## config.mk

```make
export PLATFORM = sky130hd
export DESIGN_NAME = mab_alloc_top
export DESIGN_NICKNAME = d
export VERILOG_FILES = /design/src/rtl/mab_pkg.sv /design/src/rtl/mab_pool.sv /design/src/rtl/mab_block_ctrl.sv /design/src/rtl/mab_miss_limit.sv /design/src/rtl/mab_alloc_top.sv
export SDC_FILE = /design/constraint.sdc
export NUM_CORES = 1
export LEC_CHECK = 0
export BUFFER_PORTS_ARGS = -buffer_cell sky130_fd_sc_hd__buf_4
export CORE_MARGIN = 2
export CORE_UTILIZATION = 60
export DETAILED_ROUTE_END_ITERATION = 8
export GPL_TIMING_DRIVEN = 0
export PLACE_DENSITY_LB_ADDON = 0.1
export SLEW_MARGIN = 20
export SYNTH_ARGS = -nofsm -noshare
export SYNTH_HDL_FRONTEND = slang
export SYNTH_HIERARCHICAL = 1
export SYNTH_SLANG_ARGS = --single-unit
```

## constraint.sdc

```tcl
create_clock -name clk -period 26.3 [get_ports clk]
set_input_delay 5.26 -clock clk [delete_from_list [all_inputs] [get_ports clk]]
set_output_delay 5.26 -clock clk [all_outputs]
set_load 0.005 [all_outputs]
```

## src/rtl/mab_pkg.sv

```systemverilog
package mab_pkg;
  typedef enum logic [1:0] {
    KIND_CMISS = 2'd0,
    KIND_UREAD = 2'd1,
    KIND_WRITE = 2'd2,
    KIND_BAD   = 2'd3
  } req_kind_e;

  localparam int NUM_POOL  = 2;
  localparam int NUM_CAUSE = 3;
  localparam int CAUSE_TGT = 2;

  function automatic logic kind_to_pool(input logic [1:0] k);
    return k == KIND_WRITE;
  endfunction

  function automatic logic kind_legal(input logic [1:0] k);
    return k != KIND_BAD;
  endfunction

  function automatic logic kind_is_miss(input logic [1:0] k);
    return (k == KIND_CMISS) || (k == KIND_UREAD);
  endfunction
endpackage

```

## src/rtl/mab_pool.sv

```systemverilog
module mab_pool #(
  parameter int DEPTH = 4,
  parameter int AW    = 32,
  parameter int LW    = 8,
  parameter int TW    = 16,
  parameter int OW    = 16,
  parameter int SLOTW = 2
) (
  input  logic             clk,
  input  logic             rst_n,
  input  logic             alloc_fire,
  input  logic [AW-1:0]    alloc_addr,
  input  logic [LW-1:0]    alloc_len,
  input  logic [TW-1:0]    alloc_ready,
  input  logic [OW-1:0]    alloc_order,
  input  logic             mark_req,
  input  logic [SLOTW-1:0] mark_slot,
  output logic             can_alloc,
  output logic [SLOTW-1:0] free_slot,
  output logic             mark_hit,
  output logic [AW-1:0]    mark_addr,
  output logic [LW-1:0]    mark_len,
  output logic [OW-1:0]    mark_order,
  output logic [TW-1:0]    earliest,
  output logic             is_full,
  output logic             ev_set,
  output logic             ev_clr
);
  logic [DEPTH-1:0] vld, kill, after_mark, pick, after_alloc;
  logic [AW-1:0] e_addr  [DEPTH];
  logic [LW-1:0] e_len   [DEPTH];
  logic [OW-1:0] e_order [DEPTH];
  logic [TW-1:0] e_ready [DEPTH];

  // Mark is applied before allocation: its slot is reusable this cycle.
  always_comb begin
    kill = '0;
    for (int i = 0; i < DEPTH; i++)
      if (mark_req && mark_slot == SLOTW'(i)) kill[i] = vld[i];
    mark_hit   = |kill;
    after_mark = vld & ~kill;
  end

  always_comb begin
    pick      = '0;
    free_slot = '0;
    for (int i = DEPTH-1; i >= 0; i--)
      if (!after_mark[i]) begin
        pick      = '0;
        pick[i]   = 1'b1;
        free_slot = SLOTW'(i);
      end
    can_alloc   = ~&after_mark;
    after_alloc = after_mark | (alloc_fire ? pick : '0);
  end

  assign is_full = &vld;
  assign ev_clr  = is_full && mark_hit;
  assign ev_set  = alloc_fire && (&after_alloc);

  always_comb begin
    mark_addr  = '0;
    mark_len   = '0;
    mark_order = '0;
    for (int i = 0; i < DEPTH; i++)
      if (kill[i]) begin
        mark_addr  = e_addr[i];
        mark_len   = e_len[i];
        mark_order = e_order[i];
      end
  end

  always_comb begin
    earliest = '1;
    for (int i = 0; i < DEPTH; i++)
      if (vld[i] && e_ready[i] < earliest) earliest = e_ready[i];
  end

  always_ff @(posedge clk) begin
    if (!rst_n) vld <= '0;
    else        vld <= after_alloc;
  end

  for (genvar g = 0; g < DEPTH; g++) begin : g_slot
    always_ff @(posedge clk) begin
      if (!rst_n) begin
        e_addr[g]  <= '0;
        e_len[g]   <= '0;
        e_order[g] <= '0;
        e_ready[g] <= '0;
      end else if (alloc_fire && pick[g]) begin
        e_addr[g]  <= alloc_addr;
        e_len[g]   <= alloc_len;
        e_order[g] <= alloc_order;
        e_ready[g] <= alloc_ready;
      end
    end
  end
endmodule

```

## src/rtl/mab_block_ctrl.sv

```systemverilog
module mab_block_ctrl #(
  parameter int NC = 3,
  parameter int CW = 16
) (
  input  logic           clk,
  input  logic           rst_n,
  input  logic [NC-1:0]  set_ev,
  input  logic [NC-1:0]  clr_ev,
  output logic [NC-1:0]  mask,
  output logic           stall,
  output logic [NC*CW-1:0] cyc_flat
);
  logic [NC-1:0] mask_n, cleared, charge;
  logic [CW-1:0] now, start;
  logic          empties, fills;

  always_comb begin
    mask_n  = (mask & ~clr_ev) | set_ev;
    cleared = mask & ~mask_n;
    charge  = '0;
    for (int i = NC-1; i >= 0; i--)
      if (cleared[i]) begin
        charge    = '0;
        charge[i] = 1'b1;
      end
  end

  assign empties = (mask != '0) && (mask_n == '0);
  assign fills   = (mask == '0) && (mask_n != '0);
  assign stall   = |mask;

  always_ff @(posedge clk) begin
    if (!rst_n) begin
      mask  <= '0;
      now   <= '0;
      start <= '0;
    end else begin
      mask <= mask_n;
      now  <= now + 1'b1;
      if (fills) start <= now;
    end
  end

  for (genvar c = 0; c < NC; c++) begin : g_cnt
    logic [CW-1:0] cnt;
    always_ff @(posedge clk) begin
      if (!rst_n)                    cnt <= '0;
      else if (empties && charge[c]) cnt <= cnt + (now - start);
    end
    assign cyc_flat[c*CW +: CW] = cnt;
  end
endmodule

```

## src/rtl/mab_miss_limit.sv

```systemverilog
module mab_miss_limit #(
  parameter int MW = 16
) (
  input  logic          clk,
  input  logic          rst_n,
  input  logic          load,
  input  logic [MW-1:0] load_val,
  input  logic          dec,
  output logic          done
);
  logic [MW-1:0] left;

  always_ff @(posedge clk) begin
    if (!rst_n) begin
      left <= '0;
      done <= 1'b0;
    end else if (load) begin
      left <= load_val;
      done <= 1'b0;
    end else if (dec && left != '0) begin
      left <= left - 1'b1;
      done <= (left == MW'(1));
    end else begin
      done <= 1'b0;
    end
  end
endmodule

```

## src/rtl/mab_alloc_top.sv

```systemverilog
module mab_alloc_top import mab_pkg::*; #(
  parameter int AW         = 32,
  parameter int LW         = 8,
  parameter int TW         = 16,
  parameter int OW         = 16,
  parameter int CW         = 16,
  parameter int MW         = 16,
  parameter int MISS_DEPTH = 4,
  parameter int WBUF_DEPTH = 2,
  parameter int BLK_BYTES  = 64,
  localparam int MAXD  = (MISS_DEPTH > WBUF_DEPTH) ? MISS_DEPTH : WBUF_DEPTH,
  localparam int SLOTW = (MAXD > 1) ? $clog2(MAXD) : 1
) (
  input  logic             clk,
  input  logic             rst_n,
  input  logic             req_valid,
  input  logic [1:0]       req_kind,
  input  logic [AW-1:0]    req_addr,
  input  logic [LW-1:0]    req_size,
  input  logic             req_bus,
  input  logic [TW-1:0]    req_ready_at,
  output logic             alloc_ok,
  output logic             alloc_pool,
  output logic [SLOTW-1:0] alloc_slot,
  output logic [AW-1:0]    alloc_addr,
  output logic [LW-1:0]    alloc_len,
  output logic [OW-1:0]    alloc_order,
  input  logic             svc_valid,
  input  logic             svc_pool,
  input  logic [SLOTW-1:0] svc_slot,
  output logic             svc_hit,
  output logic [AW-1:0]    svc_addr,
  output logic [LW-1:0]    svc_len,
  output logic [OW-1:0]    svc_order,
  input  logic             tgt_block,
  input  logic             tgt_unblock,
  output logic             stall,
  output logic [2:0]       blk_mask,
  output logic [3*CW-1:0]  blk_cycles,
  output logic [1:0]       bus_req,
  output logic [TW-1:0]    next_ready,
  input  logic             miss_load,
  input  logic [MW-1:0]    miss_load_val,
  output logic             miss_limit_hit
);
  // Block size must be a power of two for the mask-based alignment.
  localparam logic [AW-1:0] BLK_OFS = AW'(BLK_BYTES - 1);

  function automatic logic [AW-1:0] blk_align(input logic [AW-1:0] a);
    return a & ~BLK_OFS;
  endfunction

  function automatic logic [TW-1:0] tmin(input logic [TW-1:0] a, input logic [TW-1:0] b);
    return (a < b) ? a : b;
  endfunction

  logic                 pool_sel;
  logic [NUM_POOL-1:0]  p_fire, p_mark, p_can, p_hit, p_full, p_set, p_clr;
  logic [SLOTW-1:0]     p_slot  [NUM_POOL];
  logic [AW-1:0]        p_maddr [NUM_POOL];
  logic [LW-1:0]        p_mlen  [NUM_POOL];
  logic [OW-1:0]        p_mord  [NUM_POOL];
  logic [TW-1:0]        p_early [NUM_POOL];
  logic [NUM_CAUSE-1:0] set_ev, clr_ev;
  logic [OW-1:0]        order_q;
  logic                 miss_taken;

  assign pool_sel   = kind_to_pool(req_kind);
  assign alloc_ok   = req_valid && kind_legal(req_kind) && p_can[pool_sel];
  assign alloc_pool = pool_sel;
  assign alloc_slot = p_slot[pool_sel];
  assign alloc_addr = (req_kind == KIND_CMISS) ? blk_align(req_addr) : req_addr;
  assign alloc_len  = (req_kind == KIND_CMISS) ? LW'(BLK_BYTES) : req_size;
  assign alloc_order = order_q;
  assign miss_taken = alloc_ok && kind_is_miss(req_kind);

  for (genvar gp = 0; gp < NUM_POOL; gp++) begin : g_pool
    localparam int D = (gp == 0) ? MISS_DEPTH : WBUF_DEPTH;
    assign p_fire[gp] = alloc_ok && (pool_sel == gp[0]);
    assign p_mark[gp] = svc_valid && (svc_pool == gp[0]);

    mab_pool #(.DEPTH(D), .AW(AW), .LW(LW), .TW(TW), .OW(OW), .SLOTW(SLOTW)) u_pool (
      .clk        (clk),
      .rst_n      (rst_n),
      .alloc_fire (p_fire[gp]),
      .alloc_addr (alloc_addr),
      .alloc_len  (alloc_len),
      .alloc_ready(req_ready_at),
      .alloc_order(order_q),
      .mark_req   (p_mark[gp]),
      .mark_slot  (svc_slot),
      .can_alloc  (p_can[gp]),
      .free_slot  (p_slot[gp]),
      .mark_hit   (p_hit[gp]),
      .mark_addr  (p_maddr[gp]),
      .mark_len   (p_mlen[gp]),
      .mark_order (p_mord[gp]),
      .earliest   (p_early[gp]),
      .is_full    (p_full[gp]),
      .ev_set     (p_set[gp]),
      .ev_clr     (p_clr[gp])
    );
  end

  assign svc_hit    = p_hit[svc_pool];
  assign svc_addr   = p_maddr[svc_pool];
  assign svc_len    = p_mlen[svc_pool];
  assign svc_order  = p_mord[svc_pool];
  assign next_ready = tmin(p_early[0], p_early[1]);

  // The pool index doubles as the cause code.
  assign set_ev = {tgt_block,   p_set};
  assign clr_ev = {tgt_unblock, p_clr};

  mab_block_ctrl #(.NC(NUM_CAUSE), .CW(CW)) u_blk (
    .clk     (clk),
    .rst_n   (rst_n),
    .set_ev  (set_ev),
    .clr_ev  (clr_ev),
    .mask    (blk_mask),
    .stall   (stall),
    .cyc_flat(blk_cycles)
  );

  mab_miss_limit #(.MW(MW)) u_lim (
    .clk     (clk),
    .rst_n   (rst_n),
    .load    (miss_load),
    .load_val(miss_load_val),
    .dec     (miss_taken),
    .done    (miss_limit_hit)
  );

  always_ff @(posedge clk) begin
    if (!rst_n) begin
      order_q <= '0;
      bus_req <= '0;
    end else begin
      if (alloc_ok) order_q <= order_q + 1'b1;
      bus_req <= {p_fire[1] && req_bus, p_fire[0] && req_bus};
    end
  end
endmodule

```

==> impl_metrics.json <==
{
  "final_cell_mix": "edfxtp_1, and2_1, buf_4",
  "fin_tns_setup_ns": 0,
  "io_buffers": 271,
  "layout_commonest_cell": "edfxtp_1",
  "area_growth_pct": 17.4,
  "path_class": "reg2out",
  "yosys.area.top_type_share_pct": 43.1,
  "holdWs_ns": 0.481,
  "ys_seq_elements": 556,
  "netlist_instances": 2757,
  "rows": 82,
  "first_global_vias": 22889,
  "cts_tree": "built",
  "core_region_area_sq_um": 49900,
  "gp_congestion": 0.965,
  "worst_pin_slew_ns": 1.25,
  "cts.sink_count": 556,
  "antenna_found_initial": 3,
  "syn_nets": 2987,
  "grt_remaining_overflow": 0,
  "drcViolationCount": 0,
  "synthFlopType": "edfxtp_1",
  "crit_slowest_cell": "o41ai_1",
  "post_cts_buffers": 0,
  "numCtsBuffers": 58,
  "vias": 23248,
  "final_nets": 3331,
  "max_slew_margin_pct": 16.3,
  "ys_warn_count": 6,
  "yosysTopAreaCell": "edfxtp_1",
  "final_max_slew_viol_count": 0,
  "grt_max_degree": 46,
  "clock_skew_ns": 0.0307,
  "post-route-period-util_pct": 65.8,
  "wl_per_cell_microns": 22.1,
  "synth_compound_area_share_pct": 12.4,
  "grt_pass1_wl_microns": 129000,
  "drive_gt1_share_pct": 17.5,
  "synth_xor_area_share_pct": 2.06,
  "fin_ws_ns": 8.99,
  "synth_mux_area_share_pct": 3.84,
  "synth_edf_count": 432,
  "hold_violations": 0,
  "drv_cap": 0,
  "dieArea_sq_um": 52000,
  "io-pin-count": 273,
  "cp-end-kind": "primary output",
  "fp.dieH_microns": 228,
  "insertion_delay_ns": 0.63,
  "hp-class": "reg2reg",
  "outcome": "completed",
  "drt_iter0_markers": 2306,
  "yosys.area_share.simple_pct": 20.4,
  "grt_usage_pct": 31.8,
  "crit_required_ns": 21.04,
  "wirelength_microns": 84400,
  "async_reset_ff_share_pct": 0,
  "p_leak_nw": 15.2,
  "rsz0062_at_grt": "no",
  "max_stage_delay_ns": 0.71,
  "fmax_mhz": 57.8,
  "worst_r2r_path_depth": 19,
  "ctsHoldBuffers": 0,
  "arrival_ns": 12.05,
  "fin_crit_ns": 17.31,
  "power.density_nw_per_um2": 59.1,
  "htreeDepth": 2,
  "syn_area_sq_um": 30100,
  "cts_resized": 0,
  "pre_cts_ws_ns": 9.87,
  "peakVddDrop_uv": 58.4,
  "avgSynthCellArea_sq_um": 10.9,
  "cp-start-kind": "register",
  "synthAdderAreaFrac_pct": 6.12,
  "cts_buffer_depth": 3,
  "hpwl_microns": 60300,
  "power.total_mw": 2.09,
  "setup_violations": 0,
  "critical_path.max_fanout": 10,
  "path_clk_slew_ns": 0.06,
  "yosysSeqAreaShare_pct": 51.3,
  "initial_utilization_pct": 60.4,
  "cts_root_buffer": "clkbuf_16",
  "dieWidth_microns": 228,
  "dr.pass1.iters": 7,
  "min_path_cells": 2,
  "synth_cell_type_count": 102,
  "vias_per_cell": 6.08,
  "ant_nets": 0,
  "ys_top_cells_by_area": "edfxtp_1, and2_1, dfxtp_1",
  "synth_top_family_by_area": "simple AND/OR/NAND/NOR gates"
}
layout make-up:
class | count | area, sq um
Sequential cell | 556 | 15500
Fill cell | 3695 | 14500
Multi-Input combinational cell | 1940 | 13600
Timing Repair Buffer | 284 | 2380
Clock buffer | 75 | 1550
Buffer | 176 | 853
Tap cell | 672 | 841
Clock inverter | 33 | 419
Inverter | 85 | 319
Antenna cell | 2 | 5.00
cells in the mapped netlist, types with 6 or more instances:
cell type,number
edfxtp_1,432
and2_1,427
nand2_1,233
ha_1,141
dfxtp_1,124
clkbuf_1,113
a21oi_1,112
nor2_1,100
and3_1,87
inv_1,83
mux2_2,65
nand3_1,65
a222oi_1,56
a22o_1,56
nor2b_1,49
o21ai_0,44
xnor2_1,42
o21ai_1,38
a21o_1,37
buf_4,30
xor2_1,29
nor3_1,28
a31oi_1,27
mux2i_1,26
nand4_1,24
a21boi_1,18
o22ai_1,18
nand2b_1,17
buf_2,12
or3_1,12
a211oi_1,11
mux2_4,11
o21a_1,11
nor4_1,10
clkbuf_2,8
o211ai_1,8
o21bai_1,8
buf_1,7
or2_2,7
a21boi_0,6
nand3b_1,6
o2111ai_1,6
through the flow:
stage	cell area, sq um	instances	utilization [%]
after global routing	35400	3821	70.9
after CTS	35400	3821	70.9
after detailed placement	33400	3713	67.0
after global placement	33000	3700	66.2
final	35400	3823	70.9
after floorplan	30100	2757	-
flip-flops by register name, indices dropped and copies added, names as in the netlist:
name                   flops
bus_req                    2
u_blk/g_cnt.cnt           48
g_pool.u_pool/e_addr     192
u_blk/start               16
u_blk/mask                 3
u_lim/done                 1
alloc_order               16
g_pool.u_pool/e_ready     96
g_pool.u_pool/e_len       48
g_pool.u_pool/vld          6
g_pool.u_pool/e_order     96
u_lim/left                16
u_blk/now                 16
critical path, delay by kind of cell, from the launching register on:
| family | cells | cell delay (ns) |
|---|---|---|
| muxes | 1 | 0.32 |
| DFF | 1 | 0.40 |
| AOI/OAI and AO/OA | 15 | 4.09 |
| and+or+nand+nor | 15 | 3.46 |
| adders and majority gates | 4 | 1.15 |
| buffers and inverters | 10 | 1.98 |
final timing paths:
path / endpoint / startpoint / slack [ns]
worst max register to register: u_blk/g_cnt[0].cnt[15] / u_blk/now[0] / 21.53
worst min register to register: u_blk/g_cnt[0].cnt[0] / u_blk/g_cnt[0].cnt[0] / 0.48
worst min-delay path: u_blk/g_cnt[0].cnt[0] / u_blk/g_cnt[0].cnt[0] / 0.48
worst max-delay path: next_ready[13] / g_pool[0].u_pool/e_ready[0][15] / 8.99
cell families after synthesis:
| family | after synthesis |
|---|---|
| flops | 556 |
| buf+inv | 261 |
| xor+xnor | 71 |
| other cells | 1 |
| simple gates | 1108 |
| mux | 102 |
| compound gates | 513 |
| fa+ha+maj | 145 |
power by group:
group	internal, mW	switching [mW]
Combinational	0.0941	0.139
Sequential	0.981	0.0182
Clock	0.511	0.345
Total	1.59	0.502
metal layers:
metal  track usage (%)  wire length (microns)  up-vias  part of all wire [%]
li1                  -                      -    10735                     -
met1              41.2                  33800    11255                    40
met2              53.5                  40800     1066                    48
met3              5.19                   6750      190                   8.0
met4              12.6                   3100        2                   3.7
met5                 0                      9        -                 0.011
(Power assumes the default switching activity.)
